<file path="config.mk">
export PLATFORM = sky130hd
export DESIGN_NAME = ram_bank_ctrl
export DESIGN_NICKNAME = d
export VERILOG_FILES = /design/src/rtl/ram_bank_pkg.sv /design/src/rtl/bank_port_decode.sv /design/src/rtl/bank_page_map.sv /design/src/rtl/bank_video_map.sv /design/src/rtl/ram_bank_ctrl.sv
export SDC_FILE = /design/constraint.sdc
export NUM_CORES = 1
export LEC_CHECK = 0
export BUFFER_PORTS_ARGS = -buffer_cell sky130_fd_sc_hd__buf_2
export CORE_MARGIN = 1.5
export CORE_UTILIZATION = 45
export CTS_BUF_LIST = sky130_fd_sc_hd__clkbuf_4 sky130_fd_sc_hd__clkbuf_8
export DETAILED_ROUTE_END_ITERATION = 7
export PLACE_DENSITY = 0.78
export SLEW_MARGIN = 20
export SYNTH_ARGS = -nofsm -noshare
export SYNTH_HDL_FRONTEND = slang
export SYNTH_HIERARCHICAL = 1
export SYNTH_SLANG_ARGS = --single-unit
export TNS_END_PERCENT = 10
</file>
<file path="constraint.sdc">
create_clock -name clk_i -period 2.05 [get_ports clk_i]
set_clock_uncertainty 0.1 [all_clocks]
set_input_delay 0.3075 -clock clk_i [delete_from_list [all_inputs] [get_ports clk_i]]
set_output_delay 0.3075 -clock clk_i [all_outputs]
set_load 0.005 [all_outputs]
</file>
<file path="src/rtl/ram_bank_pkg.sv">
package ram_bank_pkg;
  localparam int PAGE_W    = 5;
  localparam int VID_IDX_W = 4;
  localparam int N_WIN     = 4;
  localparam int BASE_PGS  = 4;

  typedef struct packed {
    logic [2:0] grp;
    logic [2:0] layout;
  } bank_cfg_t;
endpackage

</file>
<file path="src/rtl/bank_port_decode.sv">
module bank_port_decode
  import ram_bank_pkg::*;
(
  input  logic       clk_i,
  input  logic       rst_ni,
  input  logic       iorq_ni,
  input  logic       wr_ni,
  input  logic       a15_i,
  input  logic [7:0] data_i,
  output bank_cfg_t  cfg_o
);
  logic      strobe, strobe_q, unused;
  bank_cfg_t data_q, cfg_q;

  assign strobe = !iorq_ni && !wr_ni && !a15_i && (data_i[7:6] == 2'b11);
  // group 7 with layout 4..7 is the reserved range
  assign unused = (data_q.grp == 3'd7) && data_q.layout[2];

  always_ff @(posedge clk_i or negedge rst_ni) begin
    if (!rst_ni) begin
      strobe_q <= 1'b0;
      data_q   <= '0;
      cfg_q    <= '0;
    end else begin
      strobe_q <= strobe;
      if (strobe) data_q <= bank_cfg_t'(data_i[5:0]);
      if (strobe_q && !strobe && !unused) cfg_q <= data_q;
    end
  end

  assign cfg_o = cfg_q;
endmodule

</file>
<file path="src/rtl/bank_page_map.sv">
module bank_page_map
  import ram_bank_pkg::*;
(
  input  bank_cfg_t                     cfg_i,
  output logic [N_WIN-1:0][PAGE_W-1:0]  win_page_o
);
  logic [N_WIN-1:0][PAGE_W-1:0] exp_page;

  for (genvar k = 0; k < N_WIN; k++) begin : g_exp
    localparam logic [PAGE_W-1:0] OFS = PAGE_W'(BASE_PGS + k);
    assign exp_page[k] = OFS + {cfg_i.grp, 2'b00};
  end

  always_comb begin
    for (int w = 0; w < N_WIN; w++) win_page_o[w] = PAGE_W'(w);
    unique case (cfg_i.layout)
      3'd0: ;
      3'd1: win_page_o[3] = exp_page[3];
      3'd2: win_page_o = exp_page;
      3'd3: begin
        win_page_o[1] = PAGE_W'(3);
        win_page_o[3] = exp_page[3];
      end
      default: win_page_o[1] = exp_page[cfg_i.layout[1:0]];
    endcase
  end
endmodule

</file>
<file path="src/rtl/bank_video_map.sv">
module bank_video_map
  import ram_bank_pkg::*;
(
  input  logic [VID_IDX_W-1:0] vid_idx_i,
  input  logic [PAGE_W-1:0]    win1_page_i,
  output logic [PAGE_W-1:0]    vid_page_o
);
  logic [1:0] low_bits;

  assign low_bits   = (vid_idx_i[1:0] == 2'd1) ? win1_page_i[1:0] : vid_idx_i[1:0];
  assign vid_page_o = {{(PAGE_W-VID_IDX_W){1'b0}}, vid_idx_i[VID_IDX_W-1:2], low_bits};
endmodule

</file>
<file path="src/rtl/ram_bank_ctrl.sv">
module ram_bank_ctrl
  import ram_bank_pkg::*;
(
  input  logic                 clk_i,
  input  logic                 rst_ni,
  input  logic                 iorq_ni,
  input  logic                 wr_ni,
  input  logic [15:0]          cpu_addr_i,
  input  logic [7:0]           cpu_data_i,
  input  logic [VID_IDX_W-1:0] vid_idx_i,
  output logic [PAGE_W-1:0]    cpu_page_o,
  output logic [PAGE_W-1:0]    vid_page_o
);
  bank_cfg_t                    cfg_q;
  logic [N_WIN-1:0][PAGE_W-1:0] win_page;

  bank_port_decode u_decode (
    .clk_i  (clk_i),
    .rst_ni (rst_ni),
    .iorq_ni(iorq_ni),
    .wr_ni  (wr_ni),
    .a15_i  (cpu_addr_i[15]),
    .data_i (cpu_data_i),
    .cfg_o  (cfg_q)
  );

  bank_page_map u_map (
    .cfg_i     (cfg_q),
    .win_page_o(win_page)
  );

  assign cpu_page_o = win_page[cpu_addr_i[15:14]];

  bank_video_map u_vid (
    .vid_idx_i  (vid_idx_i),
    .win1_page_i(win_page[1]),
    .vid_page_o (vid_page_o)
  );
endmodule

</file>
# == After elaboration in Yosys (flattened, before gate mapping) ==
# Index checks and enable logic that the tools add are counted.
# word_totals
output_inout_bits,10
input_bits,32
wordCells,40
register_bits,13
# classes
n_reduce_logical,14
muxes,9
n_lt_le_gt_ge,2
eq_ne,6
n_addsub,4
# ops
operator,n
$mux 5,5
$add 3x5->5 const A,4
$bmux 5 s2,2
$pmux 5 s3,1
$eq 3x2->1 const B,2
$logic_and 1x1->1,6
$lt 2x3->1 const B,2
$logic_not 1->1,5
$eq 3x1->1 const B,1
$eq 3x3->1 const B,1
$logic_not 3->1,1
$reduce_or 3->1,1
$eq 2x1->1 const B,1
$eq 2x2->1 const B,1
$mux 2,1
$reduce_or 2->1,1

# == Longest topological paths before layout ==
# Gate-level depths: netlist of run 1.
# logic_depth
word_depth,7
ltp_mapped,5
ltp_nobuf,4

# == Hierarchy ==
# The synthesis of run 1 kept the hierarchy.
# by_module_without_submodules
module,cells_per_inst,seq_area_each_um2,area_each_um2,n_inst
bank_port_decode,29,325.3,526.8,1
bank_page_map,28,0.0,180.2,1
ram_bank_ctrl,6,0.0,123.9,1
bank_video_map,6,0.0,41.3,1

# == Worst setup path before layout of run 1 ==
# No wires, ideal clock.
# synth_timing
path_kind,reg2out
startpoint,register u_decode/cfg_o[3] (netlist name)
endpoint,output cpu_page_o[4]
t_arrival_ps,1481
path_buffers,1
required_ps,1642
path_stages_with_launch,6
path_slack_ps,162
cell_sequence,dfrtp_1 ha_1 xnor2_1 nor3_1 buf_4 mux4_2
# synth_rtl
element,line,text
end: declaration,ram_bank_ctrl.sv:11,"output logic [PAGE_W-1:0] cpu_page_o,"

==> impl_metrics.yaml, run 1 <==
logic_synthesis:
  post_synth_fa_ha_maj_area_fraction_pct: 1.435
  netlist_instances: 69
  synth_xor_xnor_area_share_pct: 1.004
  netlist.top_cell.by_area: "dfrtp_1"
  synthTopCellsByArea: "dfrtp_1 37%, mux2_2 15%, mux4_2 13%"
  synth-seq-area-share_pct: 37.30
  mappedNetlistArea_um2: 872.1
  synthMuxAreaShare_pct: 28.41
  synth_compound_gate_area_share_pct: 7.604
  post-synth-top-area-fraction_pct: 37.30
  synthesis.area_per_instance_um2: 12.64
  dominant_combinational_cell_family_by_area_after_synthesis: "multiplexers"
  ys_warn_count: 6
  synth.distinct_cells: 21
  postSynthRegisterBits: 13
  post_synth_and_or_nand_nor_area_fraction_pct: 10.47
layout:
  layout.cells.most_common: "buf_2"
  antennaDiodeCount: 0
  area_occupied_by_multi_input_gates_um2: 498.0
  area.sequential_um2: 326.6
  num-fill-cells: 173
  total_number_of_nets_in_the_final_design: 123
  most-common-layout-cells: "22 x buf_2, 12 x mux2_2, 12 x dfrtp_1"
  post_route_cells_drive_above_1_share_pct: 62.92
  syn2layout_area_growth_pct: 18.22
sta:
  maxSlewViolCount: 0
  final_hold_viol_count: 0
  top_achievable_clock_speed_mhz: 478.4
  unrepaired_setup_endpoints_after_global_routing: "yes"
  finalCritPeriodShare_pct: 102.0
  finalWorstSetupSlack_ps: -40.44
  hold_ws_ps: 175.6
  min_period_ps: 2090
  final-setup-viol-count: 1
  fin_tns_setup_ps: -40.44
clocking:
  tritoncts: "built"
  ctsRootBufferMaster: "clkbuf_4"
  path_clk_slew_ps: 80
  worstSkewPairLatency_ps: 260
  ctsHtreeMaxLevel: 1
  cts_max_path_buffers: 2
  sinks_on_the_clock_net: 13
  tritoncts.num_buffers: 3
setup_path:
  worst_r2r_startpoint: "u_decode/data_q[3]"
  reg2regPathDepth: 3
  critical_path_peak_fanout: 3
  critical-path-max-stage-delay_ps: 450
  crit_chain: "ha_4 > xnor2_4 > nor3_2 > mux4_2 > buf_2"
  data_arrival_time_at_the_worst_slack_endpoint_ps: 1680
  critical_path_required_ps: 1640
  regToRegEndpoint: "u_decode/cfg_o[2]"
  critical_path_class: "reg2out"
  regToRegSetupSlack_ps: 750
  critPathCaptureType: "output pin"
  cpMaxStageDelayCell: "mux4_2"
  cp-start-kind: "flop"
route:
  routed_via_density: 4.833
  dr.pass1.iters: 4
  drtAntennaViolNets: 0
  finalWirelength_mm: 1.430
  post_dr_wirelength_cell_um: 12.54
  initialDrtViolationCount: 5
  post-route-drc-count: 0
  vias: 551
placement:
  detailed_place_hpwl_mm: 1.064
  io_buffers: 22
  gpl.final_weighted_congestion: 0.7598
global_route:
  grt_max_degree: 14
  grt_usage_pct: 14.10
  wire_length_of_the_first_global_routing_pass_mm: 2.201
  grt_antenna_before_repair: 0
  gr-total-overflow: 0
  via_count_of_the_first_global_routing_pass: 524
floorplanning:
  dieHeight_um: 47.02
  placement_rows: 15
  width_of_the_chip_um: 47.02
  io_pins: 42
  core_area_um2: 1764
  initial_core_utilization_pct: 49.43
  design.die.area_um2: 2211
job:
  number_of_max_cap_violations: 0
power:
  power_leakage_nw: 0.4658
  power.ir.vdd_worst_v: 0.0005820
  powerDensity_nw_per_um2: 855.2
hold_path:
  min_from: "cpu_data_i[4]"
  whs_endpoint: "u_decode/data_q[4]"
  type_of_the_worst_min_delay_path: "in2reg"
  hold_path_depth: 2
run_status:
  failed_checks: "setup timing"
  status: "finished, violations left"
## repair_timing
item	CTS	global route
setup endpoints to repair	2	3
hold buffers	1	0
pin swaps	4	0
hold endpoints to repair	13	0
resized for setup	4	6
buffers inserted	1	0
## routing by layer
| metal | global-route usage [%] | vias up | wire, um | part of all wire (%) |
|---|---|---|---|---|
| met5 | 0 | - | 0 | 0 |
| met4 | 6.111 | 0 | 0 | 0 |
| met3 | 1.154 | 0 | 65 | 4.5 |
| met2 | 24.93 | 16 | 789 | 55 |
| met1 | 17.62 | 268 | 576 | 40 |
| li1 | - | 267 | - | - |
## critical path: cells and delay by family, from the launching register on
kind | cells | cell delay, ps
adder cells (fa/ha/maj) | 1 | 190
AND/OR/NAND/NOR | 1 | 70
multiplexers | 1 | 450
buffers and inverters | 1 | 140
flip-flops | 1 | 410
XOR/XNOR | 1 | 170
## layout make-up
| class | count | share of cell area, % |
|---|---|---|
| multi-input cells | 45 | 48.30 |
| flip-flops and latches | 13 | 31.67 |
| repair buffers | 25 | 13.11 |
| well taps | 25 | 3.034 |
| clock buffers | 4 | 2.913 |
| inverters | 2 | 0.9709 |
## per-stage QoR
step                setup slack, ps  total power [W]  area, um2  utilization, %  instances
floorplan                     161.7        0.0005822      887.1               -         73
global placement              170.5        0.0006330      934.6           52.98        108
detailed placement            135.4        0.0006485      934.6           52.98        108
CTS                          -41.95        0.0008366      997.2           56.52        114
global route                 -119.0        0.0009444       1031           58.44        114
finish                       -40.44        0.0008818       1031           58.44        114
## power by group
group	leakage, nW	internal, W	total, W	switching, W
combinational	0.283	0.000200	0.000333	0.000133
sequential	0.164	0.000318	0.000389	0.0000710
clock	0.0184	0.0000883	0.000160	0.0000716
## registers in the layout, summed over array words and instances (netlist names)
signal,flops
u_decode/data_q,6
u_decode/cfg_o,6
u_decode/strobe_q,1
## worst max path at each step
stage                            from            end  slack, ps  cells past startpoint
global route        u_decode/cfg_o[3]  cpu_page_o[4]       -120                      5
global placement    u_decode/cfg_o[3]  cpu_page_o[4]        170                      5
finish              u_decode/cfg_o[3]  cpu_page_o[4]        -40                      5
detailed placement  u_decode/cfg_o[3]  cpu_page_o[4]        140                      5
CTS                 u_decode/cfg_o[3]  cpu_page_o[4]        -40                      5
floorplan           u_decode/cfg_o[3]  cpu_page_o[4]        160                      5
## cell families after synthesis
family / after synthesis
AOI/OAI and AO/OA: 8
adders and majority gates: 1
muxes: 17
buffers and inverters: 15
and+or+nand+nor: 11
other: 3
DFF: 13
xor gates and xnor gates: 1
## synth_stat cells
cell / count
a21o_1: 1
a21oi_1: 3
buf_4: 12
buf_6: 1
conb_1: 3
dfrtp_1: 13
ha_1: 1
inv_1: 2
mux2_2: 12
mux4_2: 5
nand2b_1: 1
nand2b_4: 1
nand4_1: 1
nand4bb_4: 1
nor2_1: 3
nor2_4: 1
nor3_1: 3
o211ai_4: 1
o21a_1: 2
o21bai_1: 1
xnor2_1: 1
Power figures use the tool's default switching activity.
==> inputs of run 2 (changes only) <==
CELL_PAD_IN_SITES_DETAIL_PLACEMENT = 1   (was not set)
CELL_PAD_IN_SITES_GLOBAL_PLACEMENT = 2   (was not set)
CORE_UTILIZATION = 29   (was 45)
PLACE_DENSITY = 0.82   (was 0.78)
==> run 2 against run 1 <==
Compared with the run above:
- routed wire length fell by 4.2%
- non-clock buffer count did not move
- global-route usage fell by 5.2 points
- critical path type unchanged
- cell area rose by 0.73%
- sequential power fell by 1%
- largest power group unchanged
- final cell count rose by 5.3%
- highest routed layer is now met4
- the run still ends with setup timing left
- die area rose by 51%
==> impl_metrics.yaml, run 2 (same netlist as run 1, synthesis figures left out) <==
sta:
  finalWorstSetupSlack_ps: -24.74
  final-setup-viol-count: 1
  top_achievable_clock_speed_mhz: 482.0
  maxSlewViolCount: 0
  final_hold_viol_count: 0
  unrepaired_setup_endpoints_after_global_routing: "yes"
  finalCritPeriodShare_pct: 101.2
  min_period_ps: 2075
route:
  routed_via_density: 4.533
  post_dr_wirelength_cell_um: 11.42
  initialDrtViolationCount: 5
  finalWirelength_mm: 1.370
  drtAntennaViolNets: 0
  dr.pass1.iters: 4
  post-route-drc-count: 0
  vias: 544
setup_path:
  worst_r2r_startpoint: "u_decode/data_q[4]"
  regToRegSetupSlack_ps: 750
  startpoint: "u_decode/cfg_o[3]"
  reg2regPathDepth: 3
  regToRegEndpoint: "u_decode/cfg_o[4]"
  crit_chain: "ha_4 > xnor2_4 > nor2_1 > mux4_2 > buf_2"
  cp-start-kind: "flop"
  data_arrival_time_at_the_worst_slack_endpoint_ps: 1670
  critical_path_required_ps: 1640
  critPathCaptureType: "output pin"
  critical-path-max-stage-delay_ps: 450
  critical_path_peak_fanout: 3
  critical_path_class: "reg2out"
  cpMaxStageDelayCell: "mux4_2"
layout:
  syn2layout_area_growth_pct: 19.08
  antennaDiodeCount: 0
  total_number_of_nets_in_the_final_design: 123
  layout.cells.most_common: "buf_2"
  final_design_area_excluding_fillers_um2: 1039
  post_route_cells_drive_above_1_share_pct: 62.92
  final_util_pct: 37.02
  most-common-layout-cells: "22 x buf_2, 12 x mux2_2, 12 x dfrtp_1"
floorplanning:
  io_pins: 42
  width_of_the_chip_um: 57.84
  initial_core_utilization_pct: 31.09
  placement_rows: 19
  dieHeight_um: 57.84
  core_area_um2: 2805
  design.die.area_um2: 3345
clocking:
  path_clk_slew_ps: 70
  tritoncts: "built"
  cts_max_path_buffers: 2
  ctsHtreeMaxLevel: 1
  worstSkewPairLatency_ps: 260
  sinks_on_the_clock_net: 13
  tritoncts.num_buffers: 3
  ctsRootBufferMaster: "clkbuf_4"
job:
  number_of_max_cap_violations: 0
global_route:
  grt_usage_pct: 8.916
  grt_max_degree: 14
  wire_length_of_the_first_global_routing_pass_mm: 2.387
  grt_antenna_before_repair: 0
  via_count_of_the_first_global_routing_pass: 579
  gr-total-overflow: 0
run_status:
  failed_checks: "setup timing"
  status: "finished, violations left"
power:
  power.ir.vdd_worst_v: 0.0004050
  power_leakage_nw: 0.4658
  powerDensity_nw_per_um2: 846.7
placement:
  detailed_place_hpwl_mm: 1.182
  io_buffers: 22
  dpl_cell_area_um2: 942.2
  gpl.final_weighted_congestion: 0.7402
hold_path:
  min_from: "cpu_data_i[5]"
  whs_endpoint: "u_decode/data_q[5]"
  hold_path_depth: 2
  type_of_the_worst_min_delay_path: "in2reg"
[run 2: cell counts in the layout (fill, tap and decap cells not counted)]
No cell type changed its count.
[run 2: power by group]
group	internal, W	total, W	switching [W]
Sequential	0.000318	0.000385	0.0000664
Clock	0.0000884	0.000162	0.0000732
Combinational	0.000200	0.000333	0.000133
Total	0.000607	0.000879	0.000272
[run 2: worst max path at each step]
stage                          endpoint  slack (ps)  cells after the start
after floorplan           cpu_page_o[4]         160                      5
after global placement    cpu_page_o[4]         150                      5
after detailed placement  cpu_page_o[4]         120                      5
after CTS                 cpu_page_o[4]         -60                      5
after global routing      cpu_page_o[4]        -120                      5
final                     cpu_page_o[4]         -20                      5
[run 2: per-layer routing]
metal / routed length [um] / global-route usage (%) / up-vias / part of all wire (%)
li1: - / - / 270 / -
met1: 522 / 9.957 / 260 / 38
met2: 769 / 16.72 / 12 / 56
met3: 73 / 1.116 / 2 / 5.3
met4: 5 / 3.987 / 0 / 0.36
met5: 0 / 0 / - / 0
[run 2: what timing repair did]
item | 4_1_cts | 5_1_grt
setup buffers | 1 | 0
resized for setup | 6 | 4
hold buffers | 1 | 0
hold endpoints to repair | 13 | 0
pin swaps | 4 | 0
setup endpoints to repair | 2 | 3
[run 2: area by class of cell]
class                      count  area [um2]
clock buffer                   4       30.03
fill                         326        1767
inverter                       2       10.01
multi-input combinational     45       498.0
sequential                    13       326.6
tap                           31       38.79
timing repair buffer          25       135.1
[run 2: critical path, delay by kind of cell (launching register included)]
kind | cells | cell delay (ps)
flip-flops | 1 | 410
multiplexers | 1 | 450
XOR/XNOR | 1 | 160
adder cells (fa/ha/maj) | 1 | 180
buffers and inverters | 1 | 140
AND/OR/NAND/NOR | 1 | 60
[run 2: metrics by stage]
step	hold slack, ps	total power [W]	TNS [ps]	setup slack (ps)	std cells
after CTS	158.4	0.0008625	-60.00	-60.00	120
final	172.4	0.0008793	-24.74	-24.74	120
after global routing	160.0	0.0009500	-179.5	-121.8	120
after detailed placement	100.6	0.0006565	0	118.4	114
after global placement	95.76	0.0006385	0	150.0	114
after floorplan	-88.09	0.0005822	0	161.7	73
==> inputs of run 3 (changes only) <==
--- a/config.mk
+++ b/config.mk
@@ -6,12 +6,12 @@
 export NUM_CORES = 1
 export LEC_CHECK = 0
-export BUFFER_PORTS_ARGS = -buffer_cell sky130_fd_sc_hd__buf_2
 export CELL_PAD_IN_SITES_DETAIL_PLACEMENT = 1
 export CELL_PAD_IN_SITES_GLOBAL_PLACEMENT = 2
 export CORE_MARGIN = 1.5
-export CORE_UTILIZATION = 29
+export CORE_UTILIZATION = 39
 export CTS_BUF_LIST = sky130_fd_sc_hd__clkbuf_4 sky130_fd_sc_hd__clkbuf_8
 export DETAILED_ROUTE_END_ITERATION = 7
-export PLACE_DENSITY = 0.82
+export DONT_BUFFER_PORTS = 1
+export PLACE_DENSITY = 0.8
 export SLEW_MARGIN = 20
 export SYNTH_ARGS = -nofsm -noshare
--- a/constraint.sdc
+++ b/constraint.sdc
@@ -3,3 +3,3 @@
 set_input_delay 0.3075 -clock clk_i [delete_from_list [all_inputs] [get_ports clk_i]]
 set_output_delay 0.3075 -clock clk_i [all_outputs]
-set_load 0.005 [all_outputs]
+set_load 0.05 [all_outputs]
==> run 3 against run 2 <==
Compared with the run above:
- the run still ends with setup timing left
- sequential power down 1%
- power rose by 2.3%
- first-iteration DRC count fell by 80%
- clock-buffer cell count unchanged
- clock power increased by 4%
- critical path depth down 1
- setup slack lost 100 ps
- hold slack worse by 95 ps
- register-to-register slack about the same
- die area shrank 24%
- sequential share of layout area increased by 5.2 points
- final cell count shrank 22%
- critical path type unchanged
- critical endpoint unchanged
==> impl_metrics.yaml, run 3 (same netlist as run 1, synthesis figures left out) <==
run_status:
  status: "finished, violations left"
  failed_checks: "setup timing"
route:
  routed_via_density: 5.106
  post_dr_wirelength_cell_um: 14.36
  finalWirelength_mm: 1.350
  post-route-drc-count: 0
  dr.pass1.iters: 2
  drtAntennaViolNets: 0
  vias: 480
  initialDrtViolationCount: 1
setup_path:
  data_arrival_time_at_the_worst_slack_endpoint_ps: 1770
  critPathCaptureType: "output pin"
  crit_chain: "ha_2 > xnor2_2 > nor3_1 > mux4_2"
  path_delay_family: "multiplexers"
  startpoint: "u_decode/cfg_o[3]"
  critical-path-max-stage-delay_ps: 630
  critical_path_required_ps: 1640
  cp-start-kind: "flop"
  critical_path_class: "reg2out"
  cpMaxStageDelayCell: "mux4_2"
  cp_num_buf_inv: 0
  critical_path_peak_fanout: 3
  worst_r2r_startpoint: "u_decode/data_q[2]"
clocking:
  path_clk_slew_ps: 80
  ctsRootBufferMaster: "clkbuf_4"
  tritoncts.num_buffers: 3
  worstSkewPairLatency_ps: 270
  cts_max_path_buffers: 2
  sinks_on_the_clock_net: 13
  postCtsSetupBuffers: 0
  tritoncts: "built"
  ctsHtreeMaxLevel: 1
placement:
  place_ws_ps: 66.91
  io_buffers: 0
  detailed_place_hpwl_mm: 1.051
  gpl.final_weighted_congestion: 0.6857
  dpl_cell_area_um2: 827.0
sta:
  final_hold_viol_count: 0
  unrepaired_setup_endpoints_after_global_routing: "yes"
  timing.slew.headroom_pct: 62.74
  worst_tran_pin_value_ps: 557.0
  finalWorstSetupSlack_ps: -126.6
  final-setup-viol-count: 2
  hold_ws_ps: 77.03
  top_achievable_clock_speed_mhz: 459.4
  finalCritPeriodShare_pct: 106.2
  min_period_ps: 2177
  maxSlewViolCount: 0
  fin_tns_setup_ps: -184.7
hold_path:
  type_of_the_worst_min_delay_path: "in2reg"
  min_from: "cpu_data_i[0]"
floorplanning:
  initial_core_utilization_pct: 42.71
  dieHeight_um: 50.29
  width_of_the_chip_um: 50.29
  core_area_um2: 2042
  placement_rows: 16
  design.die.area_um2: 2529
  io_pins: 42
power:
  power_frac_seq_pct: 42.3
  power.switching_w: 0.0003438
  power_switching_share_pct: 38.21
  power.share.combinational_pct: 38.9
  power.ir.vdd_worst_v: 0.0004636
  powerDensity_nw_per_um2: 1007
  internal_power_w: 0.0005559
  power_leakage_nw: 0.3678
  clockPowerShare_pct: 18.8
layout:
  final_design_area_excluding_fillers_um2: 893.4
  most-common-layout-cells: "12 x mux2_2, 11 x dfrtp_1, 7 x conb_1"
  num-fill-cells: 226
  area_occupied_by_multi_input_gates_um2: 466.7
  total_number_of_nets_in_the_final_design: 101
  antennaDiodeCount: 0
  area.sequential_um2: 327.8
  post_route_cells_drive_above_1_share_pct: 47.76
  layout.cells.most_common: "mux2_2"
  final_util_pct: 43.75
  syn2layout_area_growth_pct: 2.439
job:
  number_of_max_cap_violations: 0
global_route:
  gr-total-overflow: 0
  grt_usage_pct: 11.86
  via_count_of_the_first_global_routing_pass: 498
  grt_max_degree: 14
  grt_antenna_before_repair: 0
  wire_length_of_the_first_global_routing_pass_mm: 2.235
## run 3: cell count changes in the layout (fill, tap and decap cells not counted), sizes merged
cell,before,now
buf,24,1
dlygate4sd3,1,2
## run 3: metal layers
| metal | wire length, um | track usage, % |
|---|---|---|
| met1 | 622 | 15.44 |
| met2 | 632 | 19.30 |
| met3 | 64 | 0.8929 |
| met4 | 29 | 6.944 |
| met5 | 0 | 0 |
## run 3: path summary, 6_finish.rpt
kind,to,cells past startpoint,slack (ps)
hold reg to reg,u_decode/data_q[1],1,420
setup / recovery,cpu_page_o[4],4,-130
max in group asynchronous,u_decode/cfg_o[1],1,1100
setup reg to reg,u_decode/cfg_o[1],3,760
hold / removal,u_decode/data_q[0],1,80
min in group asynchronous,u_decode/data_q[0],1,360
## run 3: power groups by stage
stage                     Clock, W  Combinational [W]  Sequential [W]
after CTS                 0.000175           0.000349        0.000378
final                     0.000169           0.000350        0.000381
after detailed placement         0           0.000328        0.000380
after global routing      0.000189           0.000375        0.000390
after global placement           0           0.000319        0.000378
after floorplan                  0           0.000326        0.000364
## run 3: layout make-up
| class | instances | share of cell area, % |
|---|---|---|
| clock buffers | 4 | 3.361 |
| well taps | 27 | 3.782 |
| repair buffers | 3 | 3.081 |
| multi-input cells | 45 | 52.24 |
| flip-flops and latches | 13 | 36.69 |
| inverters | 2 | 0.8403 |
## run 3: stage by stage
| stage | std cells | power, W |
|---|---|---|
| after floorplan | 73 | 0.0006901 |
| after global placement | 88 | 0.0006974 |
| after detailed placement | 88 | 0.0007075 |
| after CTS | 93 | 0.0009024 |
| after global routing | 94 | 0.0009546 |
| final | 94 | 0.0008997 |
## run 3: timing repair
item	in CTS	in global routing
pin swaps	1	0
hold endpoints to repair	13	1
resized for setup	4	2
setup endpoints to repair	3	3
hold buffers	1	1
## run 3: worst register-to-register path, cell delays in order, from the launching register on
cell      delay (ps)
dfrtp_1          380
nand4_1          160
o211ai_4         170
mux2_2           370
